[src/rtl/clkdiv_pkg.sv]
package clkdiv_pkg;
  typedef enum logic [1:0] {
    PH_HOLD = 2'd0,
    PH_WAIT = 2'd1,
    PH_HIGH = 2'd2,
    PH_LOW  = 2'd3
  } ph_e;
endpackage

[src/rtl/clkdiv_seq.sv]
module clkdiv_seq
  import clkdiv_pkg::*;
#(
  parameter int W = 4
) (
  input  logic         clk,
  input  logic         rst,
  input  logic         resync,
  input  logic         start_hi,
  input  logic [W-1:0] hi_cnt,
  input  logic [W-1:0] lo_cnt,
  input  logic [W-1:0] ofs_cnt,
  output logic         hi_q,
  output logic [W-1:0] n_cur,
  output logic [W-1:0] m_cur
);
  ph_e          st;
  logic [W-1:0] cnt;
  logic [W-1:0] po_l;
  logic         sh_l;

  always_ff @(posedge clk) begin
    if (rst) begin
      st    <= PH_HOLD;
      cnt   <= '0;
      po_l  <= '0;
      sh_l  <= 1'b0;
      hi_q  <= 1'b0;
      n_cur <= hi_cnt;
      m_cur <= lo_cnt;
    end else if (resync) begin
      // park at the start level and capture alignment settings
      st    <= PH_HOLD;
      cnt   <= '0;
      po_l  <= ofs_cnt;
      sh_l  <= start_hi;
      hi_q  <= start_hi;
      n_cur <= hi_cnt;
      m_cur <= lo_cnt;
    end else begin
      unique case (st)
        PH_HOLD: begin
          hi_q <= sh_l;
          if (po_l == '0) begin
            st  <= sh_l ? PH_HIGH : PH_LOW;
            cnt <= sh_l ? n_cur : m_cur;
          end else begin
            st  <= PH_WAIT;
            cnt <= po_l - 1'b1;
          end
        end
        PH_WAIT: begin
          if (cnt == '0) begin
            st   <= sh_l ? PH_HIGH : PH_LOW;
            cnt  <= sh_l ? n_cur : m_cur;
            hi_q <= sh_l;
          end else begin
            cnt <= cnt - 1'b1;
          end
        end
        PH_HIGH: begin
          if (cnt == '0) begin
            st   <= PH_LOW;
            cnt  <= m_cur;
            hi_q <= 1'b0;
          end else begin
            cnt <= cnt - 1'b1;
          end
        end
        PH_LOW: begin
          if (cnt == '0) begin
            // period boundary: take new counts here only
            st    <= PH_HIGH;
            n_cur <= hi_cnt;
            m_cur <= lo_cnt;
            cnt   <= hi_cnt;
            hi_q  <= 1'b1;
          end else begin
            cnt <= cnt - 1'b1;
          end
        end
        default: st <= PH_HOLD;
      endcase
    end
  end

  assert_hold_level_R3: assert property (@(posedge clk) disable iff (rst)
    resync |=> (hi_q == $past(start_hi)));

  assert_high_run_R2: assert property (@(posedge clk) disable iff (rst)
    (st == PH_HIGH && cnt != '0 && !resync) |=> (hi_q && st == PH_HIGH));

  assert_low_run_R2: assert property (@(posedge clk) disable iff (rst)
    (st == PH_LOW && cnt != '0 && !resync) |=> (!hi_q && st == PH_LOW));

  assert_wait_level_R4: assert property (@(posedge clk) disable iff (rst)
    (st == PH_WAIT && !resync) |=> $stable(hi_q));

  assert_counts_frozen_R7: assert property (@(posedge clk) disable iff (rst)
    (st == PH_HIGH && !resync) |=> ($stable(n_cur) && $stable(m_cur)));
endmodule

[src/rtl/clkdiv_cfgchk.sv]
module clkdiv_cfgchk #(
  parameter int W = 4
) (
  input  logic         clk,
  input  logic         rst,
  input  logic         duty_fix,
  input  logic [W-1:0] n_cur,
  input  logic [W-1:0] m_cur,
  output logic         fix_act,
  output logic         cfg_bad
);
  localparam int EW = W + 1;

  logic [EW-1:0] n_ext, m_ext;
  logic          odd_ok, even_ok;

  always_comb begin
    n_ext   = {1'b0, n_cur};
    m_ext   = {1'b0, m_cur};
    odd_ok  = (m_ext == n_ext + 1'b1);
    even_ok = (m_ext == n_ext);
  end

  always_ff @(posedge clk) begin
    if (rst) begin
      fix_act <= 1'b0;
      cfg_bad <= 1'b0;
    end else begin
      fix_act <= duty_fix & odd_ok;
      cfg_bad <= duty_fix & ~(odd_ok | even_ok);
    end
  end
endmodule

[src/rtl/clkdiv_duty.sv]
module clkdiv_duty (
  input  logic clk,
  input  logic rst,
  input  logic act,
  input  logic q,
  output logic q_out
);
  logic qn;

  // falling-edge copy trails the divider output by half a cycle
  always_ff @(negedge clk) begin
    if (rst) qn <= 1'b0;
    else     qn <= q;
  end

  assign q_out = q | (act & qn);
endmodule

[src/rtl/clkdiv_chan.sv]
module clkdiv_chan
  import clkdiv_pkg::*;
#(
  parameter int W = 4
) (
  input  logic         clk_in,
  input  logic         rst,
  input  logic         resync,
  input  logic         pass_thru,
  input  logic         duty_fix,
  input  logic [W-1:0] hi_cnt,
  input  logic [W-1:0] lo_cnt,
  input  logic [W-1:0] ofs_cnt,
  input  logic         start_hi,
  output logic         clk_out,
  output logic         cfg_bad
);
  logic         div_q;
  logic         div_o;
  logic         fix_act;
  logic [W-1:0] n_cur, m_cur;

  clkdiv_seq #(.W(W)) seq_i (
    .clk      (clk_in),
    .rst      (rst),
    .resync   (resync),
    .start_hi (start_hi),
    .hi_cnt   (hi_cnt),
    .lo_cnt   (lo_cnt),
    .ofs_cnt  (ofs_cnt),
    .hi_q     (div_q),
    .n_cur    (n_cur),
    .m_cur    (m_cur)
  );

  clkdiv_cfgchk #(.W(W)) chk_i (
    .clk      (clk_in),
    .rst      (rst),
    .duty_fix (duty_fix),
    .n_cur    (n_cur),
    .m_cur    (m_cur),
    .fix_act  (fix_act),
    .cfg_bad  (cfg_bad)
  );

  clkdiv_duty duty_i (
    .clk   (clk_in),
    .rst   (rst),
    .act   (fix_act),
    .q     (div_q),
    .q_out (div_o)
  );

  assign clk_out = pass_thru ? clk_in : div_o;

  assert_bad_no_stretch_R11: assert property (@(posedge clk_in) disable iff (rst)
    (cfg_bad && !pass_thru && !div_q) |-> !clk_out);
endmodule

[config.mk]
export PLATFORM = sky130hd
export DESIGN_NAME = clkdiv_chan
export DESIGN_NICKNAME = d
export VERILOG_FILES = /design/src/rtl/clkdiv_pkg.sv /design/src/rtl/clkdiv_seq.sv /design/src/rtl/clkdiv_cfgchk.sv /design/src/rtl/clkdiv_duty.sv /design/src/rtl/clkdiv_chan.sv
export SDC_FILE = /design/constraint.sdc
export NUM_CORES = 1
export LEC_CHECK = 0
export BUFFER_PORTS_ARGS = -buffer_cell sky130_fd_sc_hd__clkbuf_2
export CAP_MARGIN = 20
export CORE_MARGIN = 2
export CORE_UTILIZATION = 60
export CTS_BUF_LIST = sky130_fd_sc_hd__clkbuf_4 sky130_fd_sc_hd__clkbuf_8
export CTS_CLUSTER_DIAMETER = 30
export CTS_CLUSTER_SIZE = 20
export DETAILED_ROUTE_END_ITERATION = 10
export PLACE_DENSITY_LB_ADDON = 0.2
export SKIP_LAST_GASP = 1
export SLEW_MARGIN = 10
export SYNTH_ARGS = -nofsm -noshare
export SYNTH_HDL_FRONTEND = slang
export SYNTH_SLANG_ARGS = --single-unit
[constraint.sdc]
create_clock -name clk_in -period 2.9 [get_ports clk_in]
set_input_delay 0.87 -clock clk_in [delete_from_list [all_inputs] [get_ports clk_in]]
set_output_delay 0.87 -clock clk_in [all_outputs]
set_load 0.03 [all_outputs]
-- Word-level counts from Yosys, hierarchy flattened
Index checks and enable logic that the tools add are counted.
- register bits after elaboration: 23
- input bits: 18
- add/sub/neg operators: 3
- equality and inequality tests: 11
- muxes and demuxes: 26
- bitwise logic cells: 6
- reduce and logical (&&, ||, !) cells: 9
- operators by type and width (operator ; count):
    $mux 4 ; 13
    $pmux 4 s4 ; 1
    $ne 3x2->1 const B ; 3
    $logic_not 4->1 ; 2
    $mux 2 ; 4
    $pmux 2 s4 ; 1
    $sub 4x1->4 const B ; 2
    $mux 1 ; 6
    $ne 2x1->1 const B ; 3
    $reduce_and 3->1 ; 2
    $reduce_bool 3->1 ; 2
    $add 4x1->5 const B ; 1
    $eq 4x5->1 ; 1
    $eq 2x2->1 const B ; 2
    $eq 4x4->1 ; 1
    $pmux 1 s4 ; 1
    $and 1x1->1 ; 3
    $eq 2x1->1 const B ; 1
    $logic_not 2->1 ; 1
    $or 1x1->1 ; 2
    $reduce_and 2->1 ; 1
    $reduce_or 2->1 ; 1
    $not 1->1 ; 1

-- Longest topological paths before layout
- word-level depth: 5
- mapped depth: 7

-- Cells and area by module
Synthesis repeated with hierarchy kept, for this count alone.
- cell total of the unflattened synthesis: 129
- area, all modules: 1272.5 um^2
- modules (own cells, without submodules) (module ; instances ; cells an instance ; area an instance (um^2) ; seq. area each (um^2)):
    clkdiv_seq ; 1 ; 103 ; 1031.0 ; 480.5
    clkdiv_cfgchk ; 1 ; 21 ; 181.4 ; 40.0
    clkdiv_duty ; 1 ; 4 ; 45.0 ; 20.0
    clkdiv_chan ; 1 ; 1 ; 15.0 ; 0.0

==> impl_summary.log <==
[metrics] RD Place Congestion: between 0.7 and 0.8
[metrics] slew at the pin closest to its max-slew limit: 0.432 ns
[metrics] total buffers and inverters traversed by the critical path: 1
[metrics] die outline width: 50.0 um
[metrics] core region area: 0.00198 sq mm
[metrics] fraction of layout cells with a size suffix above 1: a little over a fifth
[metrics] Gate Count Post-Synth: 130
[metrics] total power density per cell area: 529 mW/mm^2
[metrics] Final Routed Wirelength: around 2500 um
[metrics] critical path fanouts, max: 1
[metrics] series of cell instances along the critical path: a211oi_2, a21oi_4, buf_6
[metrics] most used flip-flop cell after synthesis: dfxtp_1
[metrics] antenna violations before repair: 0
[metrics] gr usage total: 23.2%
[metrics] top-level I/O count: 20
[metrics] clock tree from TritonCTS: yes
[metrics] setup violation total in the final timing report: 1
[metrics] Cell Count Post-Placement: approximately 170
[metrics] Yosys warnings: 0
[metrics] Peak supply drop: 381 uV
[metrics] first-pass GRT wire length: around 4400 um
[metrics] outcome: complete, but fails checks
[metrics] starting density of the core: 64.0%
[metrics] highest-utilization routing layer at the global route stage: met2
[metrics] critical setup path kind: register to primary output
[metrics] die area: around 0.0025 sq mm
[metrics] Final WS setup: -0.569 ns
[metrics] wire length per cell after detailed routing: ~14 um
[metrics] relative contribution of combinational cells to total power: 22.4%
[metrics] CP Capture Type: primary output
[metrics] cell with the largest stage delay on the worst path: dfxtp_1
[metrics] maximum clock insertion buffer count: 2
[metrics] vias in the first global route: roughly 1,100
[metrics] post-synth top area cell: dfxtp_1
[metrics] number of enable flip-flop cells after synthesis: 8
[metrics] vias per inst: 6.02
[metrics] iteration-0 DRC count of the detailed router: 30
[metrics] mean post-synth cell area: 9.75 sq um
[metrics] clock-pin slew on the worst setup and hold paths: 0.13 ns
[metrics] post-layout total power: around 0.76 mW
[metrics] Antenna Violating Nets Remaining: 0
[metrics] Cell Int Power: just over 0.5 mW
[metrics] Mapped Nets: roughly 150
[metrics] non-filler instance count after layout: between 150 and 200
[metrics] flop and latch count out of synthesis: 23
[metrics] Die Y-Extent: between 40 and 50 um
[metrics] global-route track usage on met1: 27.0%
[metrics] final setup skew: around 0.063 ns
[metrics] area added between synthesis and finish: 13.1%
[metrics] GRT overflow: 0
[metrics] post-synth top area share: 23.7%
[metrics] Total Neg Setup Slack: -0.569 ns
[metrics] number of H-tree branching levels: 1
[metrics] final max-slew violation count: 0
[metrics] switching power: approximately 0.25 mW
[metrics] nets@finish: between 150 and 200
[metrics] leakage: roughly 0.58 nW
[metrics] RSZ-0062 raised after global routing: true
[metrics] count of max-cap constraint violations: 0
[metrics] number of placement rows: 16
[metrics] number of distinct library cell variants in the gate-level netlist after synthesis: between 40 and 50
[metrics] clock latency at the later pin of the worst-skew pair: 0.38 ns
[metrics] cell types with the largest area share after synthesis: dfxtp_1 24%, edfxtp_1 19%, mux2i_1 7.1%
[metrics] combined area of all synthesized cells: between 0.001 and 0.0015 sq mm
[metrics] final design utilization: approximately 72%
[metrics] largest net degree at the start of global routing: 15
[metrics] number of hold violations in the final report: 0
[metrics] worst-case headroom to the max-slew limit: ~71%
[metrics] proportion of register bits with asynchronous set or reset after synthesis: 0%
[metrics] failing checks: negative setup slack
[metrics] Ant. Diodes: 0
[metrics] total via count in the routed design: 1,065
[metrics] clock root buffer: clkbuf_4
[metrics] Sequential Power Share: between 50 and 60%
[metrics] placed wire-length estimate: approximately 1900 um
[metrics] met2 global-route usage: around two fifths
[metrics] switching share of total power: roughly a third
[metrics] data required time at the worst endpoint: just over 2 ns
[metrics] worst hold-check slack: 0.575 ns
[metrics] Pre-Repair DR Iteration Count: 4
[metrics] sequential area share after synthesis: a little over two fifths
[metrics] HP Class: register to register
[metrics] Clk network pwr share: roughly a quarter
[metrics] number of CTS-inserted buffers: 3
[metrics] Global Route met3 Usage: under 10%
[metrics] kind of cell adding the most delay to the critical path: compound AO/OA/AOI/OAI gates
[metrics] number of buffers added for setup after CTS: 0
[metrics] drc violations: 0
[metrics] CP Launch Type: register
[metrics] Port Buffer Count: 19
[metrics] arrival time reported for the critical path endpoint: 2.60 ns
[metrics] fill cell instance count of the final layout: between 150 and 200
[metrics] critical path's largest stage delay: about 0.30 ns
[synth_stat cells, drive strengths merged, types with 4 or more instances]
cell    number
dfxtp       15
nor2        11
mux2i        9
a21oi        8
edfxtp       8
nand2        7
inv          6
buf          5
o21ai        5
ha           4
nand2b       4
nor3         4
xor2         4
[kinds of logic after synthesis]
logic type	Yosys count	synth area share [%]
mux	11	8.88
simple gates	41	17.7
flops	23	42.6
xor+xnor	7	4.84
compound gates	32	17.8
buf+inv	12	4.24
fa+ha+maj	4	3.95
[area by class of cell]
cell class	count	area, sq um	area share (%)
clock buffers	4	33.8	2.36
clock inverters	3	12.5	0.873
repair buffers	20	105	7.33
flip-flops and latches	23	541	37.7
multi-input cells	95	689	48.1
well taps	27	33.8	2.36
inverters	5	18.8	1.31
[stage by stage]
step	cell area, sq um	setup WS (ns)
CTS	1430	-0.582
finish	1430	-0.569
global route	1430	-0.619
global placement	1400	-0.159
floorplan	1280	-0.0359
detailed placement	1400	-0.178
[power groups by stage]
stage / combinational [mW] / sequential, mW / clock [mW]
4_1_cts: 0.170 / 0.389 / 0.196
2_1_floorplan: 0.133 / 0.385 / 0.0336
3_3_place_gp: 0.160 / 0.394 / 0.0378
3_5_place_dp: 0.169 / 0.397 / 0.0378
5_1_grt: 0.191 / 0.394 / 0.221
6_report: 0.170 / 0.390 / 0.199
[final timing paths]
path	start	to	slack [ns]	cells after the start
setup / recovery	duty_i.qn	clk_out	-0.57	3
hold reg to reg	seq_i.po_l[3]	seq_i.po_l[3]	0.57	2
hold / removal	seq_i.po_l[3]	seq_i.po_l[3]	0.57	2
setup reg to reg	seq_i.hi_q	duty_i.qn	0.93	1
[timing repair]
action,4_1_cts,5_1_grt
hold buffers,0,0
endpoints found under the hold margin,0,0
pin swaps,0,1
resized for setup,0,4
setup endpoints to repair,1,1
[cell usage in the layout, fill, tap and decap left out, types with 3 or more instances in the layout]
cell type  instances
a21oi_1            7
and3b_1            3
clkbuf_2          18
clkbuf_4           3
dfxtp_1           15
edfxtp_1           8
ha_1               4
inv_1              7
mux2i_1            9
nand2_1            7
nand2b_1           4
nand3_1            3
nor2_1            11
nor3_1             4
o21ai_0            5
xnor2_1            3
xor2_1             4
[registers in the layout, summed over array words and instances, names as in the netlist]
name,count
seq_i.st,2
chk_i.cfg_bad,1
seq_i.n_cur,4
seq_i.cnt,4
seq_i.po_l,4
seq_i.hi_q,1
chk_i.fix_act,1
seq_i.m_cur,4
duty_i.qn,1
seq_i.sh_l,1
[metal layers]
metal | part of all wire, % | vias up | wire length [um]
li1 | - | 520 | -
met1 | 43 | 506 | 1070
met2 | 49 | 33 | 1220
met3 | 5.9 | 6 | 147
met4 | 1.4 | 0 | 35
met5 | 0 | - | 0
Note: power is estimated with default switching activity, not from simulation.
